**src/rtl/wdg_pkg.sv**
```systemverilog
package wdg_pkg;
  localparam int unsigned DW = 16;
  localparam int unsigned AW = 4;

  localparam logic [AW-1:0] A_CTRL_HI = 4'd0;
  localparam logic [AW-1:0] A_CTRL_LO = 4'd1;
  localparam logic [AW-1:0] A_TO_HI   = 4'd2;
  localparam logic [AW-1:0] A_TO_LO   = 4'd3;
  localparam logic [AW-1:0] A_WIN_HI  = 4'd4;
  localparam logic [AW-1:0] A_WIN_LO  = 4'd5;
  localparam logic [AW-1:0] A_REFRESH = 4'd6;
  localparam logic [AW-1:0] A_UNLOCK  = 4'd7;
  localparam logic [AW-1:0] A_TMR_HI  = 4'd8;
  localparam logic [AW-1:0] A_TMR_LO  = 4'd9;
  localparam logic [AW-1:0] A_RSTCNT  = 4'd10;
  localparam logic [AW-1:0] A_PRESC   = 4'd11;

  localparam logic [DW-1:0] KEY_REFRESH_A = 16'hA602;
  localparam logic [DW-1:0] KEY_REFRESH_B = 16'hB480;
  localparam logic [DW-1:0] KEY_UNLOCK_A  = 16'hC520;
  localparam logic [DW-1:0] KEY_UNLOCK_B  = 16'hD928;

  localparam int unsigned PRESC_LSB = 8;
  localparam int unsigned FLAG_BIT  = 15;

  // bit order matches control-high bits 4..0
  typedef struct packed {
    logic allow;
    logic win_en;
    logic irq_en;
    logic alt_src;
    logic en;
  } ctrl_t;
endpackage

```
**src/rtl/wdg_prescaler.sv**
```systemverilog
module wdg_prescaler #(
  parameter int unsigned PW = 3
) (
  input  logic          clk_i,
  input  logic          rst_ni,
  input  logic          en_i,
  input  logic          clr_i,
  input  logic          src_i,
  input  logic [PW-1:0] div_i,
  output logic          tick_o
);
  logic [PW-1:0] cnt_q;
  logic          wrap;

  assign wrap   = (cnt_q == div_i);
  assign tick_o = en_i && !clr_i && src_i && wrap;

  always_ff @(posedge clk_i or negedge rst_ni) begin
    if (!rst_ni)              cnt_q <= '0;
    else if (!en_i || clr_i)  cnt_q <= '0;
    else if (src_i)           cnt_q <= wrap ? '0 : cnt_q + 1'b1;
  end
endmodule

```
**src/rtl/wdg_keyseq.sv**
```systemverilog
module wdg_keyseq #(
  parameter int unsigned DW = 16,
  parameter logic [DW-1:0] KEY_A = '0,
  parameter logic [DW-1:0] KEY_B = '1
) (
  input  logic          clk_i,
  input  logic          rst_ni,
  input  logic          wr_i,
  input  logic [DW-1:0] data_i,
  output logic          done_o
);
  logic armed_q;

  assign done_o = wr_i && armed_q && (data_i == KEY_B);

  always_ff @(posedge clk_i or negedge rst_ni) begin
    if (!rst_ni)   armed_q <= 1'b0;
    else if (wr_i) armed_q <= !done_o && (data_i == KEY_A);
  end
endmodule

```
**src/rtl/wdg_fault.sv**
```systemverilog
module wdg_fault #(
  parameter int unsigned DELAY = 256
) (
  input  logic clk_i,
  input  logic rst_ni,
  input  logic trig_i,
  input  logic irq_en_i,
  output logic flag_set_o,
  output logic rst_o
);
  localparam int unsigned DCW = (DELAY > 1) ? $clog2(DELAY) : 1;

  logic           pend_q, rst_q, busy;
  logic [DCW-1:0] dcnt_q;

  assign busy       = pend_q || rst_q;
  assign flag_set_o = trig_i && !busy && irq_en_i;
  assign rst_o      = rst_q;

  always_ff @(posedge clk_i or negedge rst_ni) begin
    if (!rst_ni) begin
      pend_q <= 1'b0;
      rst_q  <= 1'b0;
      dcnt_q <= '0;
    end else begin
      rst_q <= 1'b0;
      if (trig_i && !busy) begin
        if (irq_en_i) begin
          pend_q <= 1'b1;
          dcnt_q <= DCW'(DELAY - 1);
        end else begin
          rst_q <= 1'b1;
        end
      end else if (pend_q) begin
        if (dcnt_q == '0) begin
          pend_q <= 1'b0;
          rst_q  <= 1'b1;
        end else begin
          dcnt_q <= dcnt_q - 1'b1;
        end
      end
    end
  end
endmodule

```
**src/rtl/wdg_top.sv**
```systemverilog
module wdg_top
  import wdg_pkg::*;
#(
  parameter int unsigned PW          = 3,
  parameter int unsigned UNLOCK_WIN  = 16,
  parameter int unsigned IRQ_DELAY   = 256,
  parameter logic [31:0] RST_TIMEOUT = 32'h0000_1000
) (
  input  logic          clk_i,
  input  logic          rst_ni,
  input  logic          wr_i,
  input  logic [AW-1:0] addr_i,
  input  logic [DW-1:0] wdata_i,
  output logic [DW-1:0] rdata_o,
  input  logic          alt_tick_i,
  output logic          irq_o,
  output logic          wdog_rst_o
);
  localparam int unsigned TW  = 2 * DW;
  localparam int unsigned OW  = $clog2(UNLOCK_WIN + 1);

  ctrl_t          ctrl_q;
  logic           flag_q;
  logic [TW-1:0]  toval_q, win_q, timer_q;
  logic [DW-1:0]  rcnt_q;
  logic [PW-1:0]  presc_q;
  logic [OW-1:0]  open_q;

  logic unlock_open, cfg_ok, irq_en_w;
  logic refresh_done, unlock_done, unlock_bad;
  logic win_fault, refresh_clr, timeout, trig;
  logic tick, flag_set, src;

  assign unlock_open = (open_q != '0);
  assign cfg_ok      = unlock_open && ctrl_q.allow;
  assign irq_en_w    = ctrl_q.irq_en;

  wdg_keyseq #(.DW(DW), .KEY_A(KEY_REFRESH_A), .KEY_B(KEY_REFRESH_B)) u_refresh (
    .clk_i, .rst_ni,
    .wr_i   (wr_i && addr_i == A_REFRESH && ctrl_q.en),
    .data_i (wdata_i),
    .done_o (refresh_done)
  );

  wdg_keyseq #(.DW(DW), .KEY_A(KEY_UNLOCK_A), .KEY_B(KEY_UNLOCK_B)) u_unlock (
    .clk_i, .rst_ni,
    .wr_i   (wr_i && addr_i == A_UNLOCK),
    .data_i (wdata_i),
    .done_o (unlock_done)
  );

  assign unlock_bad  = wr_i && addr_i == A_UNLOCK && !unlock_done && wdata_i != KEY_UNLOCK_A;
  assign win_fault   = refresh_done && ctrl_q.win_en && (timer_q < win_q);
  assign refresh_clr = refresh_done && !win_fault;
  assign timeout     = ctrl_q.en && (timer_q >= toval_q);
  assign trig        = timeout || win_fault || unlock_bad;
  assign src         = ctrl_q.alt_src ? alt_tick_i : 1'b1;

  wdg_prescaler #(.PW(PW)) u_presc (
    .clk_i, .rst_ni,
    .en_i   (ctrl_q.en),
    .clr_i  (wdog_rst_o || refresh_clr),
    .src_i  (src),
    .div_i  (presc_q),
    .tick_o (tick)
  );

  wdg_fault #(.DELAY(IRQ_DELAY)) u_fault (
    .clk_i, .rst_ni,
    .trig_i     (trig),
    .irq_en_i   (ctrl_q.irq_en),
    .flag_set_o (flag_set),
    .rst_o      (wdog_rst_o)
  );

  assign irq_o = flag_q;

  always_ff @(posedge clk_i or negedge rst_ni) begin
    if (!rst_ni)                                   timer_q <= '0;
    else if (!ctrl_q.en || wdog_rst_o || refresh_clr) timer_q <= '0;
    else if (tick && timer_q != '1)                timer_q <= timer_q + 1'b1;
  end

  always_ff @(posedge clk_i or negedge rst_ni) begin
    if (!rst_ni)          open_q <= '0;
    else if (unlock_done) open_q <= OW'(UNLOCK_WIN);
    else if (unlock_open) open_q <= open_q - 1'b1;
  end

  // configuration registers, gated by unlock period and allow bit
  always_ff @(posedge clk_i or negedge rst_ni) begin
    if (!rst_ni) begin
      ctrl_q  <= ctrl_t'(5'b10000);
      toval_q <= RST_TIMEOUT;
      win_q   <= '0;
      presc_q <= '0;
    end else if (wr_i && cfg_ok) begin
      case (addr_i)
        A_CTRL_HI: ctrl_q <= ctrl_t'({wdata_i[4] & ctrl_q.allow, wdata_i[3:0]});
        A_TO_HI:   toval_q[TW-1:DW] <= wdata_i;
        A_TO_LO:   toval_q[DW-1:0]  <= wdata_i;
        A_WIN_HI:  win_q[TW-1:DW]   <= wdata_i;
        A_WIN_LO:  win_q[DW-1:0]    <= wdata_i;
        A_PRESC:   presc_q <= wdata_i[PRESC_LSB +: PW];
        default: ;
      endcase
    end
  end

  always_ff @(posedge clk_i or negedge rst_ni) begin
    if (!rst_ni)                                              flag_q <= 1'b0;
    else if (flag_set)                                        flag_q <= 1'b1;
    else if (wr_i && addr_i == A_CTRL_LO && wdata_i[FLAG_BIT]) flag_q <= 1'b0;
  end

  always_ff @(posedge clk_i or negedge rst_ni) begin
    if (!rst_ni)                              rcnt_q <= '0;
    else if (wr_i && addr_i == A_RSTCNT)      rcnt_q <= rcnt_q & ~wdata_i;
    else if (wdog_rst_o && rcnt_q != '1)      rcnt_q <= rcnt_q + 1'b1;
  end

  always_comb begin
    rdata_o = '0;
    case (addr_i)
      A_CTRL_HI: rdata_o = DW'(ctrl_q);
      A_CTRL_LO: rdata_o[FLAG_BIT] = flag_q;
      A_TO_HI:   rdata_o = toval_q[TW-1:DW];
      A_TO_LO:   rdata_o = toval_q[DW-1:0];
      A_WIN_HI:  rdata_o = win_q[TW-1:DW];
      A_WIN_LO:  rdata_o = win_q[DW-1:0];
      A_TMR_HI:  rdata_o = timer_q[TW-1:DW];
      A_TMR_LO:  rdata_o = timer_q[DW-1:0];
      A_RSTCNT:  rdata_o = rcnt_q;
      A_PRESC:   rdata_o[PRESC_LSB +: PW] = presc_q;
      default:   rdata_o = '0;
    endcase
  end
endmodule

```
**config.mk**
```make
export PLATFORM = sky130hd
export DESIGN_NAME = wdg_top
export DESIGN_NICKNAME = d
export VERILOG_FILES = /design/src/rtl/wdg_pkg.sv /design/src/rtl/wdg_prescaler.sv /design/src/rtl/wdg_keyseq.sv /design/src/rtl/wdg_fault.sv /design/src/rtl/wdg_top.sv
export SDC_FILE = /design/constraint.sdc
export NUM_CORES = 1
export LEC_CHECK = 0
export BUFFER_PORTS_ARGS = -buffer_cell sky130_fd_sc_hd__buf_2
export CORE_MARGIN = 2
export CORE_UTILIZATION = 62
export DETAILED_ROUTE_END_ITERATION = 6
export GPL_TIMING_DRIVEN = 1
export PLACE_DENSITY = 0.85
export SLEW_MARGIN = 20
export SYNTH_ARGS = -nofsm -noshare
export SYNTH_HDL_FRONTEND = slang
export SYNTH_SLANG_ARGS = --single-unit
```
**constraint.sdc**
```tcl
create_clock -name clk_i -period 3.01 [get_ports clk_i]
set_input_delay 0.4515 -clock clk_i [delete_from_list [all_inputs] [get_ports clk_i]]
set_output_delay 0.4515 -clock clk_i [all_outputs]
set_load 0.005 [all_outputs]
```
==> run metrics <==
CTS tree=built; global route total overflow=0; Slew Limit Fails=0; share of layout cells above drive strength 1=17.6%; CP Class=reg -> reg; Post-Route WL=28.4 mm; Layout area overhead=15.9%; RSZ-0062 raised after global routing=false; asr flop ratio synth=100%; Initial DRC Count=1303; syn_area_per_cell=9.04 µm²; IO Pins=42; CP Buf/Inv Count=1; worst setup path end=u_fault.dcnt_q[2]; Hold Vio Cnt, Final=0; Crit. End Element=register; ANT nets after route=0; CP max-delay cell=or4_1; achievable frequency=0.350 GHz; Worst path depth=9; # DRC=0; FF-to-FF Start=toval_q[19]; ys flop type=dfrtp_1; latest clock arrival within the worst-skew pair=0.43 ns; fin area=0.0101 mm²; crit path cell chain=inv_1 -> ha_1 -> and2_0 -> a221o_1 -> a22oi_1 -> o31ai_1 -> or4_1 -> o211ai_4 -> nand3_1; area of the core=0.0138 mm²; Die Ht=122 µm; num rows=43; starting density of the core=63.0%; overall global routing resource usage=40.0%; TNS Setup=0 ns; worst vdd ir=0.000680 V; crit path DAT=3.15 ns; clock root buffer=clkbuf_16; via-per-instance ratio=6.75; Port Buffers=41; GP Congestion=1.02; crit path from=toval_q[19]; clock-pin slew on the worst setup and hold paths=0.06 ns; Longest Clk Path Bufs=2; antenna cells=0; total CTS buffers=17; number of synthesized flops with an enable pin=0; initial antenna violation count=0; hpwl dp=20.6 mm; Die X=122 µm; Reg2Reg Depth=9; worst-path fanout max=10; LEAKAGE=4.73 nW; first-pass GRT wire length=44.1 mm; total power=4.37 mW; max cap viols=0; Synth Net Count=1053; Tmin final=2.86 ns; DR pass1 iterations=7; Hold Crit Class=in -> reg; fin crit share=94.9%; die area=0.0150 mm²; CP startpoint kind=register; Reg2Reg Capture Point=u_fault.dcnt_q[2]; final setup violation count=0; # H-tree levels=4; WL/cell=23.0 µm; DP Area=0.00944 mm²; Slew HR=20.7%; delay-heaviest family, CP=compound AO/OA/AOI/OAI gates; post-synthesis sequential area ratio=40.7%; largest net degree at the start of global routing=61; yosys warns=0; synthesized instance count=960; CP required=3.30 ns; CTS sink count=141; fin nets=1134; flops & latches, synth=141; Cell Area, Synth=0.00868 mm²; Max stage delay on crit path=0.60 ns; outcome=completed; DR vias=8330; Pwr per Cell Area=434 mW/mm²; Reg2Reg Setup Slack=0.15 ns; clk_skew=0.00595 ns; unique cell type count in the Yosys netlist=68; Tightest Pin Transition=1.18 ns; vias in the first global route=8024
## synthesized netlist by cell type (all sizes together), types with 26 or more instances
cell | n | area [µm²]
xnor2 | 29 | 254
nand2 | 131 | 492
a22oi | 30 | 225
ha | 69 | 863
nand3 | 47 | 235
dfrtp | 139 | 3480
inv | 79 | 297
nor3 | 32 | 160
clkbuf | 28 | 105
o21ai | 80 | 412
nor2 | 72 | 345
a21oi | 26 | 130
## layer usage
metal | track usage (%) | vias up | wire length, µm
met3 | 9.90 | 143 | 3530
met4 | 21.6 | 0 | 1750
met1 | 53.1 | 3918 | 10700
met2 | 60.6 | 668 | 12400
met5 | 0 | - | 0
li1 | - | 3601 | -
## state kept, by name, summed over array words and instances (netlist names)
register / count
toval_q: 32
irq_o: 1
u_fault.pend_q: 1
u_fault.dcnt_q: 8
u_presc.cnt_q: 3
ctrl_q: 4
irq_en_w: 1
open_q: 5
u_refresh.armed_q: 1
u_unlock.armed_q: 1
presc_q: 3
timer_q: 32
u_fault.rst_o: 1
win_q: 32
rcnt_q: 16
## how the worst min path moves through the flow
stage	to	from	slack, ns	cells after the start
final	ctrl_q[4]	wdata_i[4]	0.35	3
after global placement	open_q[0]	rst_ni	0.45	1
after CTS	ctrl_q[4]	wdata_i[4]	0.34	3
after detailed placement	rcnt_q[2]	rst_ni	0.45	1
after floorplan	ctrl_q[0]	rst_ni	0.16	0
after global routing	ctrl_q[4]	wdata_i[4]	0.36	3
## logic make-up (layout without fill, tap and decap cells)
| group | Yosys count | count (layout) | synth area share (%) |
|---|---|---|---|
| buffers and inverters | 114 | 208 | 5.25 |
| muxes | 24 | 24 | 2.94 |
| xor gates and xnor gates | 42 | 42 | 4.24 |
| adders and majority gates | 69 | 69 | 9.95 |
| DFF | 141 | 141 | 40.7 |
| AOI/OAI and AO/OA | 198 | 198 | 15.3 |
| and+or+nand+nor | 372 | 372 | 21.6 |
## cell usage in the layout (no fill, tap or decap), types with 9 or more instances in the layout
master / count
nand2_1: 131
inv_1: 79
dfrtp_1: 139
nand4_1: 21
nor3_1: 30
buf_4: 52
ha_1: 69
mux2i_1: 12
nand3_1: 47
o211ai_1: 10
mux2_2: 12
buf_2: 40
a21oi_1: 26
nor2b_1: 9
a222oi_1: 11
nor2_2: 31
xor2_1: 13
clkbuf_16: 17
xnor2_1: 29
nor4_1: 9
o21ai_0: 78
nor2_1: 41
a22oi_1: 30
## where the power goes
group / switching [mW] / total [mW] / internal, mW
Combinational: 0.165 / 0.243 / 0.0776
Clock: 0.811 / 2.22 / 1.41
Sequential: 0.00369 / 1.90 / 1.90
Total: 0.980 / 4.37 / 3.39
## timing repair
| action | in CTS | in global routing |
|---|---|---|
| setup endpoints to repair | 0 | 0 |
| setup buffers | 0 | 0 |
| hold endpoints to repair | 11 | 0 |
| hold buffers | 1 | 0 |
| resized for setup | 0 | 0 |
## cell type report
| cell class | instances | area (µm²) |
|---|---|---|
| flip-flops and latches | 141 | 3530 |
| clock buffers | 26 | 509 |
| inverters | 79 | 297 |
| repair buffers | 97 | 672 |
| clock inverters | 6 | 105 |
| fillers | 998 | 3710 |
| multi-input cells | 705 | 4720 |
| well taps | 180 | 225 |
## per-stage QoR
stage / instances / hold slack [ns] / setup WS (ns) / util, %
final: 1234 / 0.346 / 0.155 / 73.0
after global placement: 1201 / 0.448 / 0.211 / 68.5
after detailed placement: 1201 / 0.449 / 0.160 / 68.5
after CTS: 1234 / 0.338 / 0.203 / 73.0
after floorplan: 960 / 0.156 / 0.457 / -
after global routing: 1234 / 0.358 / 0.0489 / 73.0
## worst reg2reg max path, cell delays in order, from the launching register on
cell	delay, ns
dfrtp_1	0.36
inv_1	0.08
ha_1	0.33
and2_0	0.21
a221o_1	0.36
a22oi_1	0.19
o31ai_1	0.09
or4_1	0.60
o211ai_4	0.36
nand3_1	0.14
(Power assumes the default switching activity.)
